<file path="src/rtl/dir_pkg.sv">
`timescale 1ns/1ps
package dir_pkg;
  typedef enum logic [3:0] {
    M_SH_REQ    = 4'd0,
    M_EX_REQ    = 4'd1,
    M_INV_REP   = 4'd2,
    M_WB_REP    = 4'd3,
    M_FLUSH_REP = 4'd4,
    M_INV_REQ   = 4'd5,
    M_WB_REQ    = 4'd6,
    M_FLUSH_REQ = 4'd7,
    M_SH_REP    = 4'd8,
    M_EX_REP    = 4'd9
  } msg_e;

  typedef enum logic [1:0] {
    D_RD   = 2'd0,  // shared by sharer set, memory valid
    D_WR   = 2'd1,  // owned and modified, memory stale
    D_TRD  = 2'd2,  // collecting invalidation acks
    D_TWR  = 2'd3   // waiting for owner data
  } dstate_e;
endpackage

</file>
<file path="src/rtl/dir_park_slots.sv">
`timescale 1ns/1ps
module dir_park_slots #(
  parameter int NBLK = 4,
  parameter int IW   = 2,
  parameter int BW   = 2
) (
  input  logic            clk_i,
  input  logic            rst_ni,
  input  logic            set_i,
  input  logic [BW-1:0]   set_blk_i,
  input  logic            set_ex_i,
  input  logic [IW-1:0]   set_site_i,
  input  logic            clr_i,
  input  logic [BW-1:0]   clr_blk_i,
  output logic [NBLK-1:0] vld_o,
  output logic [NBLK-1:0] ex_o,
  output logic [IW-1:0]   site_o [NBLK]
);
  for (genvar b = 0; b < NBLK; b++) begin : g_slot
    always_ff @(posedge clk_i or negedge rst_ni) begin
      if (!rst_ni) begin
        vld_o[b]  <= 1'b0;
        ex_o[b]   <= 1'b0;
        site_o[b] <= '0;
      end else if (set_i && set_blk_i == BW'(b)) begin
        vld_o[b]  <= 1'b1;
        ex_o[b]   <= set_ex_i;
        site_o[b] <= set_site_i;
      end else if (clr_i && clr_blk_i == BW'(b)) begin
        vld_o[b]  <= 1'b0;
      end
    end

    AST_NO_DOUBLE_PARK: assert property (@(posedge clk_i) disable iff (!rst_ni)
      (vld_o[b] |-> !(set_i && set_blk_i == BW'(b)))) else $error("double park");
  end
endmodule

</file>
<file path="src/rtl/dir_next_state.sv">
`timescale 1ns/1ps
module dir_next_state
  import dir_pkg::*;
#(
  parameter int K  = 4,
  parameter int IW = 2,
  parameter int DW = 16
) (
  input  dstate_e        st_i,
  input  logic [K-1:0]   shr_i,
  input  logic [IW-1:0]  own_i,
  input  logic [IW-1:0]  pid_i,
  input  logic           pex_i,
  input  logic [DW-1:0]  dat_i,
  input  msg_e           msg_i,
  input  logic [IW-1:0]  site_i,
  input  logic [DW-1:0]  wdat_i,
  output dstate_e        st_o,
  output logic [K-1:0]   shr_o,
  output logic [IW-1:0]  own_o,
  output logic [IW-1:0]  pid_o,
  output logic           pex_o,
  output logic [DW-1:0]  dat_o,
  output logic           ov_o,
  output msg_e           otyp_o,
  output logic [K-1:0]   odst_o,
  output logic [DW-1:0]  odat_o
);
  logic [K-1:0] site_oh, own_oh, pid_oh, others, rem;

  always_comb begin
    site_oh = K'(1) << site_i;
    own_oh  = K'(1) << own_i;
    pid_oh  = K'(1) << pid_i;
    others  = shr_i & ~site_oh;
    rem     = shr_i & ~site_oh;
    st_o    = st_i;
    shr_o   = shr_i;
    own_o   = own_i;
    pid_o   = pid_i;
    pex_o   = pex_i;
    dat_o   = dat_i;
    ov_o    = 1'b0;
    otyp_o  = M_SH_REP;
    odst_o  = '0;
    odat_o  = dat_i;
    unique case (st_i)
      D_RD: begin
        if (msg_i == M_SH_REQ) begin
          ov_o   = 1'b1;
          odst_o = site_oh;
          shr_o  = shr_i | site_oh;
        end else if (msg_i == M_EX_REQ) begin
          ov_o = 1'b1;
          if (others == '0) begin
            otyp_o = M_EX_REP;
            odst_o = site_oh;
            st_o   = D_WR;
            own_o  = site_i;
            shr_o  = '0;
          end else begin
            otyp_o = M_INV_REQ;
            odst_o = others;
            st_o   = D_TRD;
            shr_o  = others;
            pid_o  = site_i;
            pex_o  = 1'b1;
          end
        end
      end
      D_WR: begin
        if (msg_i == M_SH_REQ || msg_i == M_EX_REQ) begin
          ov_o   = 1'b1;
          otyp_o = (msg_i == M_EX_REQ) ? M_FLUSH_REQ : M_WB_REQ;
          odst_o = own_oh;
          st_o   = D_TWR;
          pid_o  = site_i;
          pex_o  = (msg_i == M_EX_REQ);
        end
      end
      D_TRD: begin
        if (msg_i == M_INV_REP && shr_i[site_i]) begin
          shr_o = rem;
          if (rem == '0) begin
            ov_o   = 1'b1;
            otyp_o = M_EX_REP;
            odst_o = pid_oh;
            st_o   = D_WR;
            own_o  = pid_i;
          end
        end
      end
      D_TWR: begin
        if (site_i == own_i &&
            ((msg_i == M_WB_REP && !pex_i) || (msg_i == M_FLUSH_REP && pex_i))) begin
          ov_o   = 1'b1;
          dat_o  = wdat_i;
          odat_o = wdat_i;
          odst_o = pid_oh;
          if (pex_i) begin
            otyp_o = M_EX_REP;
            st_o   = D_WR;
            own_o  = pid_i;
          end else begin
            otyp_o = M_SH_REP;
            st_o   = D_RD;
            shr_o  = own_oh | pid_oh;
          end
        end
      end
      default: ;
    endcase
  end
endmodule

</file>
<file path="src/rtl/dir_ctrl.sv">
`timescale 1ns/1ps
module dir_ctrl
  import dir_pkg::*;
#(
  parameter int K    = 4,
  parameter int NBLK = 4,
  parameter int DW   = 16,
  localparam int IW  = (K > 1) ? $clog2(K) : 1,
  localparam int BW  = (NBLK > 1) ? $clog2(NBLK) : 1
) (
  input  logic          clk_i,
  input  logic          rst_ni,
  input  logic          in_valid_i,
  output logic          in_ready_o,
  input  logic [3:0]    in_type_i,
  input  logic [IW-1:0] in_site_i,
  input  logic [BW-1:0] in_blk_i,
  input  logic [DW-1:0] in_data_i,
  output logic          out_valid_o,
  output logic [3:0]    out_type_o,
  output logic [K-1:0]  out_dst_o,
  output logic [BW-1:0] out_blk_o,
  output logic [DW-1:0] out_data_o
);
  dstate_e       st_q  [NBLK];
  logic [K-1:0]  shr_q [NBLK];
  logic [IW-1:0] own_q [NBLK];
  logic [IW-1:0] pid_q [NBLK];
  logic          pex_q [NBLK];
  logic [DW-1:0] dat_q [NBLK];

  logic [NBLK-1:0] pk_vld, pk_ex;
  logic [IW-1:0]   pk_site [NBLK];

  logic [NBLK-1:0] busy;
  logic            rp_hit, is_req, accept, park, proc_en;
  logic [BW-1:0]   rp_blk, proc_blk;
  msg_e            in_msg, proc_msg;
  logic [IW-1:0]   proc_site;

  dstate_e       n_st;
  logic [K-1:0]  n_shr, n_dst;
  logic [IW-1:0] n_own, n_pid;
  logic          n_pex, n_ov;
  logic [DW-1:0] n_dat, n_odat;
  msg_e          n_typ;

  always_comb begin
    for (int b = 0; b < NBLK; b++) busy[b] = (st_q[b] == D_TRD) || (st_q[b] == D_TWR);
    rp_hit = 1'b0;
    rp_blk = '0;
    for (int b = NBLK-1; b >= 0; b--) begin
      if (pk_vld[b] && !busy[b]) begin
        rp_hit = 1'b1;
        rp_blk = BW'(b);
      end
    end
    in_msg     = msg_e'(in_type_i);
    is_req     = (in_msg == M_SH_REQ) || (in_msg == M_EX_REQ);
    // replay owns the cycle; a full slot blocks its block
    in_ready_o = !rp_hit && !(is_req && busy[in_blk_i] && pk_vld[in_blk_i]);
    accept     = in_valid_i && in_ready_o;
    park       = accept && is_req && busy[in_blk_i];
    proc_en    = rp_hit || (accept && !park);
    proc_blk   = rp_hit ? rp_blk : in_blk_i;
    proc_msg   = rp_hit ? (pk_ex[rp_blk] ? M_EX_REQ : M_SH_REQ) : in_msg;
    proc_site  = rp_hit ? pk_site[rp_blk] : in_site_i;
  end

  dir_park_slots #(.NBLK(NBLK), .IW(IW), .BW(BW)) u_park (
    .clk_i, .rst_ni,
    .set_i(park), .set_blk_i(in_blk_i), .set_ex_i(in_msg == M_EX_REQ),
    .set_site_i(in_site_i),
    .clr_i(rp_hit), .clr_blk_i(rp_blk),
    .vld_o(pk_vld), .ex_o(pk_ex), .site_o(pk_site)
  );

  dir_next_state #(.K(K), .IW(IW), .DW(DW)) u_next (
    .st_i(st_q[proc_blk]), .shr_i(shr_q[proc_blk]), .own_i(own_q[proc_blk]),
    .pid_i(pid_q[proc_blk]), .pex_i(pex_q[proc_blk]), .dat_i(dat_q[proc_blk]),
    .msg_i(proc_msg), .site_i(proc_site), .wdat_i(in_data_i),
    .st_o(n_st), .shr_o(n_shr), .own_o(n_own), .pid_o(n_pid), .pex_o(n_pex),
    .dat_o(n_dat), .ov_o(n_ov), .otyp_o(n_typ), .odst_o(n_dst), .odat_o(n_odat)
  );

  always_ff @(posedge clk_i or negedge rst_ni) begin
    if (!rst_ni) begin
      for (int b = 0; b < NBLK; b++) begin
        st_q[b]  <= D_RD;
        shr_q[b] <= '0;
        own_q[b] <= '0;
        pid_q[b] <= '0;
        pex_q[b] <= 1'b0;
        dat_q[b] <= DW'(b);
      end
    end else if (proc_en) begin
      st_q[proc_blk]  <= n_st;
      shr_q[proc_blk] <= n_shr;
      own_q[proc_blk] <= n_own;
      pid_q[proc_blk] <= n_pid;
      pex_q[proc_blk] <= n_pex;
      dat_q[proc_blk] <= n_dat;
    end
  end

  always_ff @(posedge clk_i or negedge rst_ni) begin
    if (!rst_ni) begin
      out_valid_o <= 1'b0;
      out_type_o  <= '0;
      out_dst_o   <= '0;
      out_blk_o   <= '0;
      out_data_o  <= '0;
    end else begin
      out_valid_o <= proc_en && n_ov;
      if (proc_en && n_ov) begin
        out_type_o <= n_typ;
        out_dst_o  <= n_dst;
        out_blk_o  <= proc_blk;
        out_data_o <= n_odat;
      end
    end
  end

  AST_REPLY_ONE_DST: assert property (@(posedge clk_i) disable iff (!rst_ni)
    (out_valid_o && (out_type_o == M_SH_REP || out_type_o == M_EX_REP)) |-> $onehot(out_dst_o))
    else $error("reply mask");
  AST_OUT_HAS_DST: assert property (@(posedge clk_i) disable iff (!rst_ni)
    out_valid_o |-> (out_dst_o != '0)) else $error("empty mask");
  AST_STALL_FULL: assert property (@(posedge clk_i) disable iff (!rst_ni)
    (in_valid_i && is_req && busy[in_blk_i] && pk_vld[in_blk_i]) |-> !in_ready_o)
    else $error("full slot taken");
  AST_SH_ANSWER: assert property (@(posedge clk_i) disable iff (!rst_ni)
    (in_valid_i && in_ready_o && in_msg == M_SH_REQ && st_q[in_blk_i] == D_RD)
    |=> (out_valid_o && out_type_o == M_SH_REP)) else $error("no shared reply");

  for (genvar b = 0; b < NBLK; b++) begin : g_chk
    AST_TR_NONEMPTY: assert property (@(posedge clk_i) disable iff (!rst_ni)
      (st_q[b] == D_TRD) |-> (shr_q[b] != '0)) else $error("empty wait set");
    AST_OWNED_NO_SHR: assert property (@(posedge clk_i) disable iff (!rst_ni)
      (st_q[b] == D_WR) |-> (shr_q[b] == '0)) else $error("sharers while owned");
    AST_REPLAY_NEXT: assert property (@(posedge clk_i) disable iff (!rst_ni)
      (pk_vld[b] && !busy[b]) |=> !pk_vld[b]) else $error("replay late");
  end
endmodule

</file>
<file path="config.mk">
export PLATFORM = sky130hd
export DESIGN_NAME = dir_ctrl
export DESIGN_NICKNAME = d
export VERILOG_FILES = /design/src/rtl/dir_pkg.sv /design/src/rtl/dir_park_slots.sv /design/src/rtl/dir_next_state.sv /design/src/rtl/dir_ctrl.sv
export SDC_FILE = /design/constraint.sdc
export NUM_CORES = 1
export LEC_CHECK = 0
export ABC_AREA = 1
export ABC_CLOCK_PERIOD_IN_PS = 2600
export CORE_UTILIZATION = 40
export DETAILED_ROUTE_END_ITERATION = 10
export GPL_ROUTABILITY_DRIVEN = 0
export GPL_TIMING_DRIVEN = 0
export PLACE_DENSITY = 0.7
export SLEW_MARGIN = 10
export SYNTH_ARGS = -nofsm -noshare
export SYNTH_HDL_FRONTEND = slang
export SYNTH_SLANG_ARGS = --single-unit
</file>
<file path="constraint.sdc">
create_clock -name clk_i -period 2.6 [get_ports clk_i]
set_input_delay 0.78 -clock clk_i [delete_from_list [all_inputs] [get_ports clk_i]]
set_output_delay 0.78 -clock clk_i [all_outputs]
set_load 0.03 [all_outputs]
</file>
# Word-level counts from Yosys, hierarchy flattened
# Cells that the tools add are included.
op_classes:
  bitwise: 6
  muxes: 124
  shifts: 3
  n_lt_le_gt_ge: 6
  reduce_logical: 51
  n_eq_ne: 23
ops:
  columns: ["op", "n"]
  rows:
  - ["$mux W4", 23]
  - ["$mux W16", 5]
  - ["$mux W2", 33]
  - ["$bwmux W64", 1]
  - ["$mux W1", 34]
  - ["$bmux W16 S2", 1]
  - ["$demux W16 S2", 1]
  - ["$pmux W4 S4", 2]
  - ["$eq A2 B2 Y1 const B", 14]
  - ["$logic_and A1 B1 Y1", 25]
  - ["$bwmux W8", 3]
  - ["$bmux W2 S2", 4]
  - ["$bwmux W16", 1]
  - ["$logic_not A4 Y1", 3]
  - ["$pmux W4 S3", 1]
  - ["$shl A1 B2 Y4 const A", 3]
  - ["$bmux W1 S2", 5]
  - ["$lt A2 B3 Y1 const B", 3]
  - ["$bmux W4 S2", 1]
  - ["$demux W4 S2", 1]
  - ["$eq A4 B1 Y1 const B", 2]
  - ["$eq A4 B2 Y1 const B", 2]
  - ["$logic_not A1 Y1", 8]
  - ["$logic_or A1 B1 Y1", 8]
  - ["19 further kinds", 29]
word_totals:
  wordCells: 254
  inputBits: 27
  regBits: 151

# Logic depth before layout (Yosys ltp)
# Gate-level depths: netlist (run 1).
depth:
  word_depth: 22
  ltp_mapped: 23
  ltp_nobuf: 22

# By module
# Synthesis (run 1) repeated with hierarchy kept, for this count alone.
hier_totals:
  hier_cells: 1309
  area_unflattened_um2: 8974.9
modules_own_cells:
  columns: ["mod", "seq_area_each_um2", "n_inst", "area_per_inst_um2", "cells_each"]
  rows:
  - ["dir_ctrl", 3383.2, 1, 6846.6, 949]
  - ["dir_next_state", 0.0, 1, 1393.8, 282]
  - ["dir_park_slots", 400.4, 1, 734.5, 78]

# Worst setup path after synthesis (run 1)
# No wires, ideal clock.
synth_timing:
  path_type: "input to register"
  from: "input port in_blk_i[1]"
  to: "register out_data_o[15]"
  path_slack_ns: -0.111
  setup_ns: 0.124
  n_path_buf: 4
  arrival_ns: 2.587
  stages: 18
  cell_sequence: "inv_1 -> nand3_1 -> nand2_4 -> inv_2 -> buf_6 -> buf_2 -> nand2_1 -> nand2_1 -> nand3_1 -> nand3_1 -> nor2_2 -> nand3_2 -> nand3_1 -> nand2_2 -> buf_6 -> buf_6 -> nand2_1 -> o21ai_2"
synth_via:
  elab_chain_cells: 13
synth_rtl:
  columns: ["element", "line", "source"]
  rows:
  - ["start: declaration", "dir_ctrl.sv:17", "input logic [BW-1:0] in_blk_i,"]
  - ["branches (longest 13 deep; another with $bmux W4 S2)", null, null]
  - ["end signal: assignment", "dir_ctrl.sv:119", "out_data_o <= n_odat;"]
  - ["end: declaration", "dir_ctrl.sv:23", "output logic [DW-1:0] out_data_o"]
# Parallel ways; which one is timed is not known. The select of a mux whose other input is x is not followed.
# A chain may end at the register's enable or synchronous reset.

# Worst setup path in the final report (run 1)
layout_timing:
  from: "register st_q[1] (netlist name)"
  to: "register shr_q[4] (netlist name)"
layout_via:
  elab_chain_cells: 22
layout_rtl:
  columns: ["element", "line", "source"]
  rows:
  - ["start: declaration", "dir_ctrl.sv:25", "dstate_e st_q [NBLK];"]
  - ["start signal: indexed assignment", "dir_ctrl.sv:97", "st_q[proc_blk] <= n_st;"]
  - ["$eq A2 B2 Y1", "dir_ctrl.sv:49", "for (int b = 0; b < NBLK; b++) busy[b] = (st_q[b] == D_TRD) || (st_q[b] == D_TWR);"]
  - ["$logic_or A1 B1 Y1", "dir_ctrl.sv:49", null]
  - ["$logic_not A1 Y1", "dir_ctrl.sv:53", "if (pk_vld[b] && !busy[b]) begin"]
  - ["$logic_and A1 B1 Y1", "dir_ctrl.sv:53", null]
  - ["$mux W2 (4 in a row)", "dir_ctrl.sv:53", null]
  - ["$not A2 Y3 (not written as such)", "dir_ctrl.sv:67", "proc_site = rp_hit ? pk_site[rp_blk] : in_site_i;"]
  - ["$bmux W2 S2", "dir_ctrl.sv:67", null]
  - ["$mux W2 (not written as such) (2 in a row)", "dir_ctrl.sv:67", null]
  - ["(+2 left out)", null, null]
  - ["$not A4 Y4", "dir_next_state.sv:35, dir_next_state.sv:36", null]
  - ["$and A4 B4 Y4", "dir_next_state.sv:35, dir_next_state.sv:36", null]
  - ["$logic_not A4 Y1", "dir_next_state.sv:55", "if (others == '0) begin"]
  - ["$mux W4", "dir_next_state.sv:55", null]
  - ["$mux W4", "dir_next_state.sv:53", "end else if (msg_i == M_EX_REQ) begin"]
  - ["$mux W4", "dir_next_state.sv:49", "if (msg_i == M_SH_REQ) begin"]
  - ["$pmux W4 S3", "dir_next_state.sv:47", "unique case (st_i)"]
  - ["$bwmux W16", "dir_ctrl.sv:98", "shr_q[proc_blk] <= n_shr;"]
  - ["end signal: indexed assignment", "dir_ctrl.sv:98", null]
  - ["end: declaration", "dir_ctrl.sv:26", "logic [K-1:0] shr_q [NBLK];"]
# Several ways; a longest one is shown, not always the timed one. The select of a mux whose other input is x is not followed.

==> results.toml, run 1 <==
[die]
die_h_microns = 144
coreArea_sq_mm = 0.0196
start_util = 0.411
core.rowCount = 51
ios = 55
die_area_sq_mm = 0.0207
die_w_microns = 144

[routing]
drt-vias-per-instance = 5.44
wirelength_microns = 25700
drt-met1-wl_microns = 10600
top_layer = "met4"
drc = 0
routed-wl-met2_microns = 12600
ant_nets = 0
wl_met3_microns = 1620
vias = 8136
wl_per_cell_microns = 17.2
drtIter0Drc = 812
drt_first_pass_iters = 8

[logic_synthesis]
yosys.area.top_type = "dfrtp_1"
syn-num-nets = 1091
synth_edf_count = 0
synthDistinctLibCells = 38
synth_area_sq_mm = 0.00805
synth-seq-cells = 151
ys.flop_type = "dfrtp_1"
avgSynthCellArea_sq_um = 7.56
synth-async-reset-ratio = 1.00
yosysTopAreaCellShare = 0.457
yosys_warnings = 0
synth_common_cells = "nand2_1, dfrtp_1, o21ai_0"
synth_area_leaders = "dfrtp_1, nand2_1, o21ai_0, nand3_1, inv_1"
yosysSeqAreaShare = 0.470
synth_cells = 1064
yosysMostFrequentCell = "nand2_1"

[clock_network]
clock_path_buffers = 2
cts_root_buf = "clkbuf_16"
h-tree-depth = 4
clkTransAtPathRegs_ns = 0.07
worstSkewPairLatency_ns = 0.44
tritoncts = "yes"
cts.sinks = 151
cts_buffers = 17

[worst_setup_path]
endpoint_kind = "flip-flop"
r2r_cells = 19
crit_fanout = 6
rrSetupSlack_ns = -0.14
crit_buf_inv = 4
crit_type = "flip-flop to flip-flop"
r2r_start = "st_q[1]$_DFFE_PN0P_"
crit_chain = "inv_2 > nand2_4 > nand2_4 > nor2_8 > nand2_4 > nand2_8 > buf_8 > buf_8 > nand3b_1 > nand4_1 > nand2_2 > nand3_4 > nor2_4 > buf_6 > nand2_2 > nand3_2 > nand4_1 > nand2_1 > nand2_1"
slowest_delay_ns = 0.46
worstSetupStartpointType = "flip-flop"
worstReg2RegEnd = "shr_q[4]$_DFFE_PN0P_"
crit_slowest_cell = "dfrtp_2"
cp.arrival_ns = 3.06
critical_path.most_common_cell = "nand2_4"
cp_data_required_time_ns = 2.92
critPathTopFamily = "simple AND/OR/NAND/NOR gates"

[timing]
fin_worst_skew_ns = 0.0142
worst_pin_slew_ns = 0.661
fin_tns_setup_ns = -6.86
slew_headroom = 0.559
slew_violations = 0
fin_crit_ns = 2.74
setup_viol = 108
hold_viol = 0
rsz0062_at_grt = "true"
worst_slack_ns = -0.138
fin_crit_sh = 1.05
max_freq_mhz = 365

[power_and_ir_drop]
p_sw_mw = 7.55
total_power_mw = 15.7
p_leak_nw = 5.44
p_per_area_mw_per_mm2 = 1420
p_seq_frac = 0.240
p_clk_frac = 0.161
share_comb_of_total_power = 0.599
switching_share = 0.479
internal_power_mw = 8.20
ir_worst_vdd_mv = 0.729

[cells_and_area]
areaGrowthSynthToFinish_pct = 38.2
diodes = 0
design_area_sq_mm = 0.0111
nets = 1244
fin_cells = 1495
layout-drive-gt1-share = 0.289
nFillCells = 1702

[status]
violations = "setup timing"
status = "complete, but fails checks"

[run]
max_cap_violations = 0

[grt]
track_usage = 0.251
grt_max_degree = 99
antenna_found_initial = 0
grt_pass1_vias = 7675
overflow = 0
grt_pass1_wl_microns = 39600

[place]
portBuffers = 53
dp_hpwl_microns = 16100
placedCellCount = 1383
placed_cell_area_sq_mm = 0.00900
dp_slack_ns = -1.44

[min_path]
worst_hold_path_type = "input port to async pin"
## registers in the layout, indices dropped and copies added (netlist names), 8 cells and up
signal / cells
u_park.site_o: 8
dat_q: 64
out_data_o: 16
own_q: 8
pid_q: 8
st_q: 8
shr_q: 16
## through the flow
step            util  hold WS, ns
3_3_place_gp   0.458        0.455
3_5_place_dp   0.460        0.458
4_1_cts        0.538        0.277
6_report       0.568        0.248
5_1_grt        0.568        0.290
2_1_floorplan      -        0.440
## how the worst max path moves through the flow
| stage | start | to | cells past startpoint | slack [ns] |
|---|---|---|---|---|
| 3_5_place_dp | in_blk_i[1] | pex_q[3]$_DFFE_PN0P_ | 15 | -1.44 |
| 4_1_cts | st_q[5]$_DFFE_PN0P_ | out_data_o[1]$_DFFE_PN0P_ | 18 | -0.04 |
| 3_3_place_gp | rst_ni | out_dst_o[2]$_DFFE_PN0P_ | 1 | -5.51 |
| 5_1_grt | st_q[5]$_DFFE_PN0P_ | shr_q[14]$_DFFE_PN0P_ | 19 | -0.30 |
| 6_report | st_q[1]$_DFFE_PN0P_ | shr_q[4]$_DFFE_PN0P_ | 19 | -0.14 |
| 2_1_floorplan | in_blk_i[1] | out_data_o[15]$_DFFE_PN0P_ | 18 | -0.02 |
## cell usage in the layout, fill, tap and decap left out, types with 6 or more instances in the layout
cell,instances
nand2_4,27
o21ai_4,18
nand3_1,61
inv_1,59
inv_2,16
o21ai_0,39
clkbuf_2,13
buf_4,74
a221oi_1,16
a21oi_1,7
nand2_1,367
nand2_2,50
clkdlybuf4s50_1,47
inv_6,9
buf_6,15
nor2_1,25
buf_12,6
nand4_1,22
clkbuf_16,20
nand3_2,10
nor2_4,20
buf_2,6
dfrtp_1,145
nor2_2,9
o21ai_1,63
o21ai_2,22
## layout make-up
cell class | count | area (sq um) | area share
multi-input cells | 786 | 4410 | 0.396
inverters | 80 | 320 | 0.0288
flip-flops and latches | 151 | 3790 | 0.340
repair buffers | 135 | 1280 | 0.115
well taps | 265 | 332 | 0.0298
plain buffers | 46 | 388 | 0.0349
clock inverters | 14 | 173 | 0.0155
clock buffers | 18 | 439 | 0.0395
## kinds of logic (layout without fill, tap and decap cells)
| kind of cell | count (synthesis) | in the layout | share of synthesized area |
|---|---|---|---|
| AND/OR/NAND/NOR | 610 | 610 | 0.330 |
| AO/OA/AOI/OAI | 176 | 176 | 0.131 |
| buffers and inverters | 127 | 293 | 0.0690 |
| flip-flops | 151 | 151 | 0.470 |
## power groups by stage
stage | Sequential [mW] | Combinational, mW | Clock [mW]
finish | 3.78 | 9.43 | 2.54
global route | 3.87 | 10.1 | 2.67
CTS | 3.74 | 8.18 | 2.56
detailed placement | 3.77 | 6.82 | 0
global placement | 3.75 | 6.71 | 0
floorplan | 4.05 | 4.37 | 0
## metal layers
layer | up-vias | track usage
li1 | 3772 | -
met1 | 3930 | 0.315
met2 | 353 | 0.417
met3 | 81 | 0.0483
met4 | 0 | 0.114
met5 | - | 0
## what timing repair did
| item | 4_1_cts | 5_1_grt |
|---|---|---|
| endpoints found under the setup margin | 136 | 136 |
| buffers inserted | 56 | 23 |
| hold buffers | 0 | 0 |
| hold endpoints to repair | 0 | 0 |
| resized for setup | 144 | 146 |
| cloned | 2 | 3 |
| pin swaps | 42 | 69 |
No activity file was read; power rests on OpenSTA's default activity.
==> inputs of run 2 (changes only) <==
Settings changed: TNS_END_PERCENT set to 30.
==> results.toml, run 2 (synthesis gave the netlist of run 1 again) <==
[status]
status = "complete, but fails checks"
violations = "setup timing"

[cells_and_area]
mostFrequentLayoutCells = "nand2_1, dfrtp_1, buf_4"
multi_input_area_sq_mm = 0.00439
reg_top3 = "dat_q (64), out_data_o (16), shr_q (16)"
diodes = 0
utilization = 0.572
areaGrowthSynthToFinish_pct = 39.1
nFillCells = 1698
regMostFlops = "dat_q"
final-seq-area_sq_mm = 0.00379
nets = 1247
final_common_cell = "nand2_1"
largest_register_ffs = 64
layout-drive-gt1-share = 0.290

[die]
die_h_microns = 144
start_util = 0.411
coreArea_sq_mm = 0.0196
core.rowCount = 51
ios = 55
die_area_sq_mm = 0.0207
die_w_microns = 144

[routing]
drt-vias-per-instance = 5.45
drc = 0
vias = 8170
wirelength_microns = 26000
drt_first_pass_iters = 5
ant_nets = 0
drtIter0Drc = 891
wl_per_cell_microns = 17.4

[worst_setup_path]
worstSetupStartpointType = "flip-flop"
crit_slowest_cell = "dfrtp_1"
critical_path.most_common_cell = "nand2_4"
endpoint_kind = "flip-flop"
crit_type = "flip-flop to flip-flop"
crit_fanout = 7
cp.arrival_ns = 3.07
slowest_delay_ns = 0.37
crit_chain = "inv_2 > nand2_4 > nand2_4 > inv_4 > nand2_4 > buf_4 > nor2_4 > buf_4 > nand2_1 > nand2_1 > nor2_4 > buf_12 > nor2_4 > nand2_8 > nand3_4 > nand2_4 > buf_12 > buf_12 > nand2_2 > o21ai_2"
cp_data_required_time_ns = 2.92
crit_buf_inv = 7
critPathTopFamily = "simple AND/OR/NAND/NOR gates"

[clock_network]
tritoncts = "yes"
clock_path_buffers = 2
h-tree-depth = 4
cts.sinks = 151
cts_buffers = 17
clkTransAtPathRegs_ns = 0.07
worstSkewPairLatency_ns = 0.44
cts_root_buf = "clkbuf_16"

[timing]
fin_tns_setup_ns = -7.91
hold_viol = 0
fin_worst_skew_ns = 0.0128
rsz0062_at_grt = "true"
setup_viol = 114
fin_hold_ws_ns = 0.260
worst_slack_ns = -0.154
max_freq_mhz = 363
slew_violations = 0
worst_pin_slew_ns = 0.635
slew_headroom = 0.576
fin_crit_sh = 1.06
fin_crit_ns = 2.75

[grt]
grt_pass1_vias = 7660
antenna_found_initial = 0
grt_pass1_wl_microns = 39400
overflow = 0
track_usage = 0.249
grt_max_degree = 99

[place]
dp_hpwl_microns = 16100
portBuffers = 53

[min_path]
worst_hold_path_type = "input port to async pin"

[power_and_ir_drop]
ir_worst_vdd_mv = 0.708
p_leak_nw = 5.45
p_per_area_mw_per_mm2 = 1410

[run]
max_cap_violations = 0
run 2: layout make-up:
| cell class | count | share of cell area |
|---|---|---|
| well taps | 265 | 0.0296 |
| clock inverters | 14 | 0.0154 |
| inverters | 80 | 0.0288 |
| clock buffers | 18 | 0.0392 |
| plain buffers | 46 | 0.0367 |
| repair buffers | 138 | 0.120 |
| multi-input cells | 786 | 0.392 |
| flip-flops and latches | 151 | 0.338 |
run 2: path summary, 6_finish.rpt:
check                                     start                          to  slack, ns  cells after the start
max                         st_q[5]$_DFFE_PN0P_    out_blk_o[1]$_DFFE_PN0P_      -0.15                     20
min                                      rst_ni  out_data_o[12]$_DFFE_PN0P_       0.26                      1
max reg2reg                 st_q[5]$_DFFE_PN0P_    out_blk_o[1]$_DFFE_PN0P_      -0.15                     20
min reg2reg                shr_q[1]$_DFFE_PN0P_        shr_q[1]$_DFFE_PN0P_       0.48                      2
max in group asynchronous                rst_ni       shr_q[11]$_DFFE_PN0P_       1.52                      2
min in group clk_i         shr_q[1]$_DFFE_PN0P_        shr_q[1]$_DFFE_PN0P_       0.48                      2
run 2: timing repair:
action                                  in CTS  in global routing
resized for setup                          144                151
gates cloned                                 2                  3
setup buffers                               55                 24
pin swaps                                   39                 59
hold buffers                                 0                  0
endpoints found under the setup margin     136                136
run 2: through the flow:
| stage | setup WS (ns) | cells | power, mW | cell area, sq um |
|---|---|---|---|---|
| after floorplan | -0.0163 | 1064 | 8.42 | 8110 |
| after global placement | -5.51 | 1382 | 10.5 | 8970 |
| after detailed placement | -1.44 | 1383 | 10.6 | 9000 |
| after CTS | -0.0403 | 1472 | 14.5 | 10500 |
| after global routing | -0.275 | 1498 | 16.7 | 11200 |
| final | -0.154 | 1498 | 15.8 | 11200 |
run 2: power breakdown:
group          internal [mW]  total (mW)  switching (mW)
Sequential              3.24        3.79           0.548
Combinational           3.58        9.43            5.85
Clock                   1.40        2.55            1.14
Total                   8.23        15.8            7.54
run 2: routing by layer:
layer	global-route usage	vias up	wire, microns	part of all wire
li1	-	3773	-	-
met3	0.0430	78	1450	0.056
met4	0.114	0	918	0.035
met5	0	-	0	0
met1	0.315	3964	10900	0.42
met2	0.415	355	12800	0.49
==> inputs of run 3 (changes only) <==
Settings changed: CELL_PAD_IN_SITES_DETAIL_PLACEMENT set to 0, CELL_PAD_IN_SITES_GLOBAL_PLACEMENT set to 1, PLACE_DENSITY 0.7 to 0.87.
==> results.toml, run 3 (synthesis gave the netlist of run 1 again) <==
[cells_and_area]
regMostFlops = "dat_q"
largest_register_ffs = 64
nets = 1241
mostFrequentLayoutCells = "nand2_1, dfrtp_1, buf_4"
diodes = 0
layout-drive-gt1-share = 0.272
final_common_cell = "nand2_1"
utilization = 0.566
reg_top3 = "dat_q (64), out_data_o (16), shr_q (16)"
areaGrowthSynthToFinish_pct = 37.9

[grt]
overflow = 0
antenna_found_initial = 0
track_usage = 0.257
grt_pass1_vias = 7554
grt_max_degree = 111
grt_pass1_wl_microns = 40000

[worst_setup_path]
endpoint_kind = "flip-flop"
crit_buf_inv = 6
cp_data_required_time_ns = 2.92
critical_path.most_common_cell = "nand2_4"
crit_fanout = 7
r2r_start = "st_q[1]$_DFFE_PN0P_"
crit_type = "flip-flop to flip-flop"
slowest_delay_ns = 0.46
startpoint = "st_q[1]$_DFFE_PN0P_"
crit_slowest_cell = "dfrtp_2"
critPathTopFamily = "simple AND/OR/NAND/NOR gates"
crit_chain = "inv_2 > nand2_4 > nand2_4 > nor2_8 > nand2_4 > nand2_8 > buf_8 > buf_12 > nand2_4 > nor2_2 > a21oi_2 > nand3_4 > buf_6 > nor2_4 > nand3_4 > nand3_4 > nand2_8 > buf_12 > buf_12 > nand2_4 > o21ai_2"
worstSetupStartpointType = "flip-flop"
cp.arrival_ns = 3.06

[routing]
drt_first_pass_iters = 5
drtIter0Drc = 525
drc = 0
drt-vias-per-instance = 5.30
ant_nets = 0
wirelength_microns = 25400
wl_per_cell_microns = 17.1
vias = 7910

[die]
coreArea_sq_mm = 0.0196
die_w_microns = 144
die_area_sq_mm = 0.0207
core.rowCount = 51
start_util = 0.411
ios = 55
die_h_microns = 144

[timing]
fin_tns_setup_ns = -5.41
fin_worst_skew_ns = 0.0132
hold_viol = 0
slew_violations = 0
fin_crit_ns = 2.74
fin_crit_sh = 1.05
worst_pin_slew_ns = 0.639
slew_headroom = 0.574
max_freq_mhz = 365
setup_viol = 118
worst_slack_ns = -0.137
rsz0062_at_grt = "true"

[power_and_ir_drop]
total_power_mw = 15.4
ir_worst_vdd_mv = 0.727
p_per_area_mw_per_mm2 = 1390
p_leak_nw = 5.37

[clock_network]
clkTransAtPathRegs_ns = 0.07
cts_root_buf = "clkbuf_16"
h-tree-depth = 4
cts_buffers = 17
clock_path_buffers = 2
worstSkewPairLatency_ns = 0.44
cts.sinks = 151
cts_hold_buf = 0
tritoncts = "yes"

[place]
dp_hpwl_microns = 16500
portBuffers = 53

[min_path]
worst_hold_path_type = "input port to async pin"

[status]
violations = "setup timing"
status = "complete, but fails checks"

[run]
max_cap_violations = 0
[run 3: final timing paths]
check | endpoint | slack [ns] | cells past startpoint
max in group asynchronous | st_q[1]$_DFFE_PN0P_ | 1.53 | 2
min reg2reg | shr_q[1]$_DFFE_PN0P_ | 0.47 | 2
min | dat_q[62]$_DFFE_PN0P_ | 0.22 | 1
min in group clk_i | shr_q[1]$_DFFE_PN0P_ | 0.47 | 2
max reg2reg | out_data_o[15]$_DFFE_PN0P_ | -0.14 | 21
max | out_data_o[15]$_DFFE_PN0P_ | -0.14 | 21
[run 3: layout make-up]
class,count,area [sq um]
inverter,80,317
clock inverter,15,183
clock buffer,17,425
buffer,47,424
tap,265,332
sequential,151,3790
fill,1787,8490
timing repair buffer,131,1260
multi-input combinational,786,4370
[run 3: repair_timing]
action | 4_1_cts | 5_1_grt
gates resized for setup | 174 | 97
setup endpoints to repair | 136 | 146
cloned | 2 | 4
pin swaps | 48 | 37
hold endpoints to repair | 0 | 0
setup buffers | 61 | 11
[run 3: per-layer routing]
metal	GRT usage	vias up	part of all wire
met4	0.0901	0	0.022
met5	0	-	0
met3	0.0390	34	0.048
li1	-	3759	-
met2	0.436	239	0.49
met1	0.332	3878	0.44
[run 3: metrics by stage]
| stage | std cells | setup slack, ns | hold WS [ns] | area [sq um] |
|---|---|---|---|---|
| 2_1_floorplan | 1064 | -0.0163 | 0.440 | 8110 |
| 3_3_place_gp | 1382 | -5.44 | 0.455 | 8970 |
| 3_5_place_dp | 1383 | -1.48 | 0.460 | 9000 |
| 4_1_cts | 1478 | -0.0844 | 0.224 | 10600 |
| 5_1_grt | 1492 | -0.278 | 0.240 | 11100 |
| 6_report | 1492 | -0.137 | 0.225 | 11100 |
[run 3: power breakdown]
part           leakage, nW  switching [mW]  total, mW  internal (mW)
sequential            2.02           0.529       3.77           3.24
clock                0.291            1.19       2.49           1.30
combinational         3.06            5.71       9.16           3.45
